--- config.mk ---
export PLATFORM = sky130hd
export DESIGN_NAME = lp_park_ctrl
export DESIGN_NICKNAME = d
export VERILOG_FILES = /design/src/rtl/lp_park_pkg.sv /design/src/rtl/lp_cmd_arb.sv /design/src/rtl/lp_park_fsm.sv /design/src/rtl/lp_tms_drive.sv /design/src/rtl/lp_park_ctrl.sv
export SDC_FILE = /design/constraint.sdc
export NUM_CORES = 1
export LEC_CHECK = 0
export BUFFER_PORTS_ARGS = -buffer_cell sky130_fd_sc_hd__buf_2
export CAP_MARGIN = 20
export CORE_MARGIN = 3
export CORE_UTILIZATION = 47
export CTS_CLUSTER_DIAMETER = 80
export CTS_CLUSTER_SIZE = 16
export DETAILED_ROUTE_END_ITERATION = 10
export GPL_TIMING_DRIVEN = 0
export HOLD_SLACK_MARGIN = 0.05
export MAX_ROUTING_LAYER = met4
export PLACE_DENSITY = 0.7
export SLEW_MARGIN = 10
export SYNTH_ARGS = -nofsm -noshare
export SYNTH_HDL_FRONTEND = slang
export SYNTH_HIERARCHICAL = 1
export SYNTH_SLANG_ARGS = --single-unit
export TNS_END_PERCENT = 50
--- constraint.sdc ---
create_clock -name clk -period 1.7 [get_ports clk]
set_input_delay 0.34 -clock clk [delete_from_list [all_inputs] [get_ports clk]]
set_output_delay 0.34 -clock clk [all_outputs]
set_load 0.005 [all_outputs]
--- src/rtl/lp_park_pkg.sv ---
`timescale 1ns/1ps
package lp_park_pkg;

  typedef enum logic [1:0] {
    ST_UNPARKED     = 2'd0,
    ST_PARK_SEQ     = 2'd1,
    ST_PARKED_PAUSE = 2'd2,
    ST_PARKED_TLR   = 2'd3
  } park_st_e;

  typedef enum logic [1:0] {
    CMD_NONE = 2'd0,
    CMD_PARK = 2'd1,
    CMD_WAIT = 2'd2,
    CMD_SOFT = 2'd3
  } park_cmd_e;

  localparam int TAP_W = 4;
  localparam logic [TAP_W-1:0] TAP_RTI       = 4'hC;
  localparam logic [TAP_W-1:0] TAP_PAUSE_DR  = 4'h3;
  localparam logic [TAP_W-1:0] TAP_UPDATE_DR = 4'h5;

  // Update-DR -> Select-DR -> Capture-DR -> Exit1-DR -> Pause-DR
  localparam int WALK_LEN = 4;
  localparam int WALK_W   = $clog2(WALK_LEN);

endpackage

--- src/rtl/lp_cmd_arb.sv ---
`timescale 1ns/1ps
module lp_cmd_arb
  import lp_park_pkg::*;
(
  input  logic      park_i,
  input  logic      wait_i,
  input  logic      soft_i,
  output park_cmd_e cmd_o
);

  always_comb begin
    if (soft_i)      cmd_o = CMD_SOFT;
    else if (wait_i) cmd_o = CMD_WAIT;
    else if (park_i) cmd_o = CMD_PARK;
    else             cmd_o = CMD_NONE;
  end

endmodule

--- src/rtl/lp_park_fsm.sv ---
`timescale 1ns/1ps
module lp_park_fsm
  import lp_park_pkg::*;
#(
  parameter int HOLD = 5
) (
  input  logic              clk,
  input  logic              rst_n,
  input  park_cmd_e         cmd,
  input  logic              port_sel,
  input  logic [TAP_W-1:0]  brg_state,
  input  logic              brg_tms,
  output park_st_e          st,
  output logic [WALK_W-1:0] walk,
  output logic              arm,
  output logic              hold_done,
  output logic              unpark_go,
  output logic              walk_go
);

  localparam int HW = $clog2(HOLD + 1);
  localparam logic [HW-1:0]     HOLD_V    = HW'(HOLD);
  localparam logic [WALK_W-1:0] WALK_LAST = WALK_W'(WALK_LEN - 1);

  park_st_e          st_n;
  logic [WALK_W-1:0] walk_n;
  logic              arm_n;
  logic [HW-1:0]     hold_cnt, hold_n;
  logic              kill;

  assign hold_done = (hold_cnt == HOLD_V);
  assign kill      = (cmd == CMD_SOFT) || (cmd == CMD_WAIT);

  always_comb begin
    unpark_go = !kill && arm &&
                (((st == ST_PARKED_PAUSE) && (brg_state == TAP_PAUSE_DR)) ||
                 ((st == ST_PARKED_TLR) && hold_done &&
                  (brg_state == TAP_RTI) && !brg_tms));
    walk_go   = !kill && (st == ST_PARK_SEQ) && (walk == '0) &&
                (brg_state == TAP_UPDATE_DR);
  end

  always_comb begin
    st_n   = st;
    walk_n = walk;
    arm_n  = arm;
    hold_n = hold_cnt;
    if ((st == ST_PARKED_TLR) && !hold_done) hold_n = hold_cnt + HW'(1);

    if (cmd == CMD_SOFT) begin
      st_n   = ST_PARKED_TLR;
      walk_n = '0;
      arm_n  = 1'b0;
      hold_n = '0;
    end else if (cmd == CMD_WAIT) begin
      arm_n = 1'b0;
      if ((st == ST_UNPARKED) || (st == ST_PARK_SEQ)) begin
        st_n   = ST_PARKED_TLR;
        walk_n = '0;
        hold_n = '0;
      end
    end else if (unpark_go) begin
      st_n  = ST_UNPARKED;
      arm_n = 1'b0;
    end else begin
      case (st)
        ST_UNPARKED: begin
          if (cmd == CMD_PARK) begin
            st_n   = ST_PARK_SEQ;
            walk_n = '0;
          end
        end
        ST_PARK_SEQ: begin
          if (walk == '0) begin
            if (walk_go) walk_n = WALK_W'(1);
          end else if (walk == WALK_LAST) begin
            st_n   = ST_PARKED_PAUSE;
            walk_n = '0;
          end else begin
            walk_n = walk + WALK_W'(1);
          end
        end
        default: begin
          if ((cmd == CMD_PARK) && port_sel) arm_n = 1'b1;
        end
      endcase
    end
  end

  always_ff @(posedge clk or negedge rst_n) begin
    if (!rst_n) begin
      st       <= ST_PARKED_TLR;
      walk     <= '0;
      arm      <= 1'b0;
      hold_cnt <= '0;
    end else begin
      st       <= st_n;
      walk     <= walk_n;
      arm      <= arm_n;
      hold_cnt <= hold_n;
    end
  end

endmodule

--- src/rtl/lp_tms_drive.sv ---
`timescale 1ns/1ps
module lp_tms_drive
  import lp_park_pkg::*;
(
  input  logic              clk,
  input  logic              rst_n,
  input  park_st_e          st,
  input  logic [WALK_W-1:0] walk,
  input  logic              walk_go,
  input  logic              unpark_go,
  input  logic              hold_done,
  input  logic              brg_tms,
  output logic              loc_tms,
  output logic              loc_tck_en
);

  logic tms_n, en_n;

  always_comb begin
    case (st)
      ST_UNPARKED: begin
        tms_n = brg_tms;
        en_n  = 1'b1;
      end
      ST_PARK_SEQ: begin
        if (walk == '0) tms_n = walk_go ? 1'b1 : brg_tms;
        else            tms_n = ~walk[0];
        en_n = 1'b1;
      end
      ST_PARKED_PAUSE: begin
        tms_n = unpark_go ? brg_tms : 1'b0;
        en_n  = unpark_go;
      end
      default: begin
        tms_n = unpark_go ? brg_tms : 1'b1;
        en_n  = unpark_go | ~hold_done;
      end
    endcase
  end

  // falling-edge launch so the local TAP samples a settled value
  always_ff @(negedge clk or negedge rst_n) begin
    if (!rst_n) begin
      loc_tms    <= 1'b1;
      loc_tck_en <= 1'b1;
    end else begin
      loc_tms    <= tms_n;
      loc_tck_en <= en_n;
    end
  end

endmodule

--- src/rtl/lp_park_ctrl.sv ---
`timescale 1ns/1ps
module lp_park_ctrl
  import lp_park_pkg::*;
#(
  parameter int TLR_HOLD = 5
) (
  input  logic             clk,
  input  logic             rst_n,
  input  logic             cmd_park_pause,
  input  logic             cmd_goto_wait,
  input  logic             cmd_soft_reset,
  input  logic             port_sel,
  input  logic [TAP_W-1:0] brg_state,
  input  logic             brg_tms,
  output logic             loc_tms,
  output logic             loc_tck_en,
  output logic             in_chain
);

  park_cmd_e         cmd;
  park_st_e          st;
  logic [WALK_W-1:0] walk;
  logic              arm, hold_done, unpark_go, walk_go;

  lp_cmd_arb u_arb (
    .park_i (cmd_park_pause),
    .wait_i (cmd_goto_wait),
    .soft_i (cmd_soft_reset),
    .cmd_o  (cmd)
  );

  lp_park_fsm #(.HOLD(TLR_HOLD)) u_fsm (
    .clk       (clk),
    .rst_n     (rst_n),
    .cmd       (cmd),
    .port_sel  (port_sel),
    .brg_state (brg_state),
    .brg_tms   (brg_tms),
    .st        (st),
    .walk      (walk),
    .arm       (arm),
    .hold_done (hold_done),
    .unpark_go (unpark_go),
    .walk_go   (walk_go)
  );

  lp_tms_drive u_drv (
    .clk        (clk),
    .rst_n      (rst_n),
    .st         (st),
    .walk       (walk),
    .walk_go    (walk_go),
    .unpark_go  (unpark_go),
    .hold_done  (hold_done),
    .brg_tms    (brg_tms),
    .loc_tms    (loc_tms),
    .loc_tck_en (loc_tck_en)
  );

  assign in_chain = (st == ST_UNPARKED) || ((st == ST_PARK_SEQ) && (walk == '0));

endmodule

==> impl_metrics.yaml <==
route:
  routed.top_layer: "met3"
  ant_nets: 0
  route.detailed.drc: 0
  vias: 647
  route.met2.wl_um: 738
  wl_met3_um: 103
  drt_first_pass_iters: 4
  wl_met1_um: 726
  routed_wl_um: 1570
  via_per_inst: 5.53
  wl_per_cell_um: 13.4
  drt_iter0_drc: 15
clocking:
  cts_tree: "built"
  clk_pin_slew_ns: 0.07
  root_buffer: "clkbuf_4"
  htreeDepth: 1
  cts_num_sinks: 10
  clock_latency_ns: 0.33
  cts_buffers: 3
  cts.path.max_buffers: 2
power:
  ir_drop_uv: 467
  power_mw: 0.673
  p_per_area_nw_per_um2: 729
  p_leak_nw: 0.459
timing:
  grt_setup_unrepaired: "true"
  slew_viol_final: 0
  setup_viol: 4
  fin_worst_skew_ns: 0.0647
  relSlewSlack_pct: 65.4
  fin_ws_ns: -0.704
  worst_pin_slew_ns: 0.512
  hold_slack_ns: 0.375
  finalSetupTns_ns: -2.12
  final-hold-violation-count: 0
setup_path:
  ff2ff_setup_slack_ns: -0.70
  critPathRequiredTime_ns: 1.11
  worst-setup-path-type: "flop to flop"
  r2r_end: "u_drv/loc_tms$_DFF_NN1_"
  cp-start-kind: "flop"
  startpoint: "u_fsm/st[0]$_DFFE_PN1P_"
  cp_max_fo: 2
  r2r.worst_path.cells: 6
  rr_startpoint: "u_fsm/st[0]$_DFFE_PN1P_"
  end_kind: "flop"
  cp_data_arrival_time_ns: 1.81
synthesis:
  yosysTopAreaCell: "dfrtp_1"
  netlist_top_cells_area: "dfrtp_1, dfstp_2, ha_1"
  synthesis.area_um2: 691
  synth-edff-count: 0
  syn_inst: 75
  synth_top_area_share_pct: 21.7
  syn_area_per_cell_um2: 9.21
  synth_nets: 91
  yosys_warnings: 6
  synth_common_cells: "inv_1, nor2_1, dfrtp_1"
  netlist-cell-type-count: 35
  synth_ff_type: "dfrtp_1"
  async_reset_ff_share_pct: 100
  ys_seq_elements: 10
  synth_seq_area_share_pct: 37.0
  yosysMostFrequentCell: "inv_1"
floorplanning:
  die_x_um: 44.3
  initial_utilization_pct: 51.8
  die_y_um: 44.3
  io_pins: 14
  row_count: 13
  dieArea_um2: 1970
  core_um2: 1330
global_routing:
  grt-ovfl-total: 0
  antenna_found_initial: 0
  grt_pass1_vias: 562
  grt_usage_pct: 18.2
  grt_pass1_wl_um: 2480
  grt_max_degree: 11
finish:
  fin_area_um2: 923
  diodes: 0
  fin_cells: 117
  final_core_util_pct: 69.2
  drive_above_1_share_pct: 38.2
  syn_to_final_growth_pct: 33.7
  final_nets: 119
hold_path:
  holdPathEnd: "u_fsm/arm$_DFFE_PN0P_"
  hold_class: "input pin to flop"
  min_from: "port_sel"
  whs_path_depth: 3
placed_design:
  port_buffers: 13
  place_hpwl_um: 1040
  pre_cts_ws_ns: -0.963
  dpl.cell_count: 103
  placed_cell_area_um2: 774
  gp_congestion: 0.826
flow_run:
  cap_violations: 0
outcome:
  status: "finished, violations left"
  violations: "negative setup slack"
[per-layer routing]
metal | GRT usage [%] | up-vias
met4 | 9.04 | 0
met2 | 28.8 | 24
met3 | 2.44 | 0
li1 | - | 324
met5 | - | -
met1 | 22.7 | 299
[how the worst max path moves through the flow]
stage | to | cells past startpoint
final | u_drv/loc_tms$_DFF_NN1_ | 6
after detailed placement | u_drv/loc_tms$_DFF_NN1_ | 6
after floorplan | u_drv/loc_tms$_DFF_NN1_ | 6
after CTS | u_drv/loc_tms$_DFF_NN1_ | 8
after global routing | u_drv/loc_tms$_DFF_NN1_ | 8
after global placement | u_drv/loc_tms$_DFF_NN1_ | 6
[sequential cells by signal, indices dropped and copies added, names as in the netlist]
name and count:
u_drv/loc_tms 1, u_fsm/walk 2, u_drv/loc_tck_en 1, u_fsm/arm 1, u_fsm/hold_cnt 3, u_fsm/st 2
[final cells by class]
class                      instances  area [um2]
clock buffer                       3        22.5
sequential                        10         255
fill                             108         410
timing repair buffer              22         143
clock inverter                     3        25.0
buffer                             2        12.5
inverter                           7        26.3
tap                               15        18.8
multi-input combinational         55         420
[worst max-delay path: stages (launching register included)]
cell and delay [ns]:
dfstp_2 0.53, and4bb_1 0.19, nand4b_1 0.17, a211oi_4 0.27, mux2i_1 0.21, nand2_1 0.06, o221a_1 0.11
[timing repair]
item / in CTS / in global routing
hold buffers: 1 / 0
pin swaps: 3 / 2
gates resized for setup: 4 / 6
endpoints found under the setup margin: 4 / 7
endpoints found under the hold margin: 6 / 0
setup buffers: 6 / 4
[logic make-up (layout without fill, tap and decap cells)]
group / count (synthesis) / count (layout) / synth area share (%)
AO/OA/AOI/OAI: 17 / 17 / 18.7
XOR/XNOR: 1 / 1 / 1.27
adder cells (fa/ha/maj): 5 / 5 / 9.06
buffers and inverters: 10 / 37 / 5.80
flip-flops: 10 / 10 / 37.0
multiplexers: 3 / 3 / 4.35
AND/OR/NAND/NOR: 29 / 29 / 23.9
[placed cells by master, fill, tap and decap left out, drive strengths merged, types with 2 or more instances in the layout]
cell,n
nor3,4
dfstp,4
a211oi,3
clkbuf,4
dfrtp,6
nor2,7
ha,5
a21boi,2
buf,22
o221a,2
mux2i,3
nand2,4
or2,2
nand3,3
a31oi,2
nand4b,2
o21ai,3
inv,9
[report_power, final]
| group | switching [mW] | leakage [nW] | internal [mW] |
|---|---|---|---|
| logic | 0.0573 | 0.299 | 0.0711 |
| clock network | 0.107 | 0.0372 | 0.167 |
| registers | 0.0124 | 0.123 | 0.258 |
(Power assumes the default switching activity.)
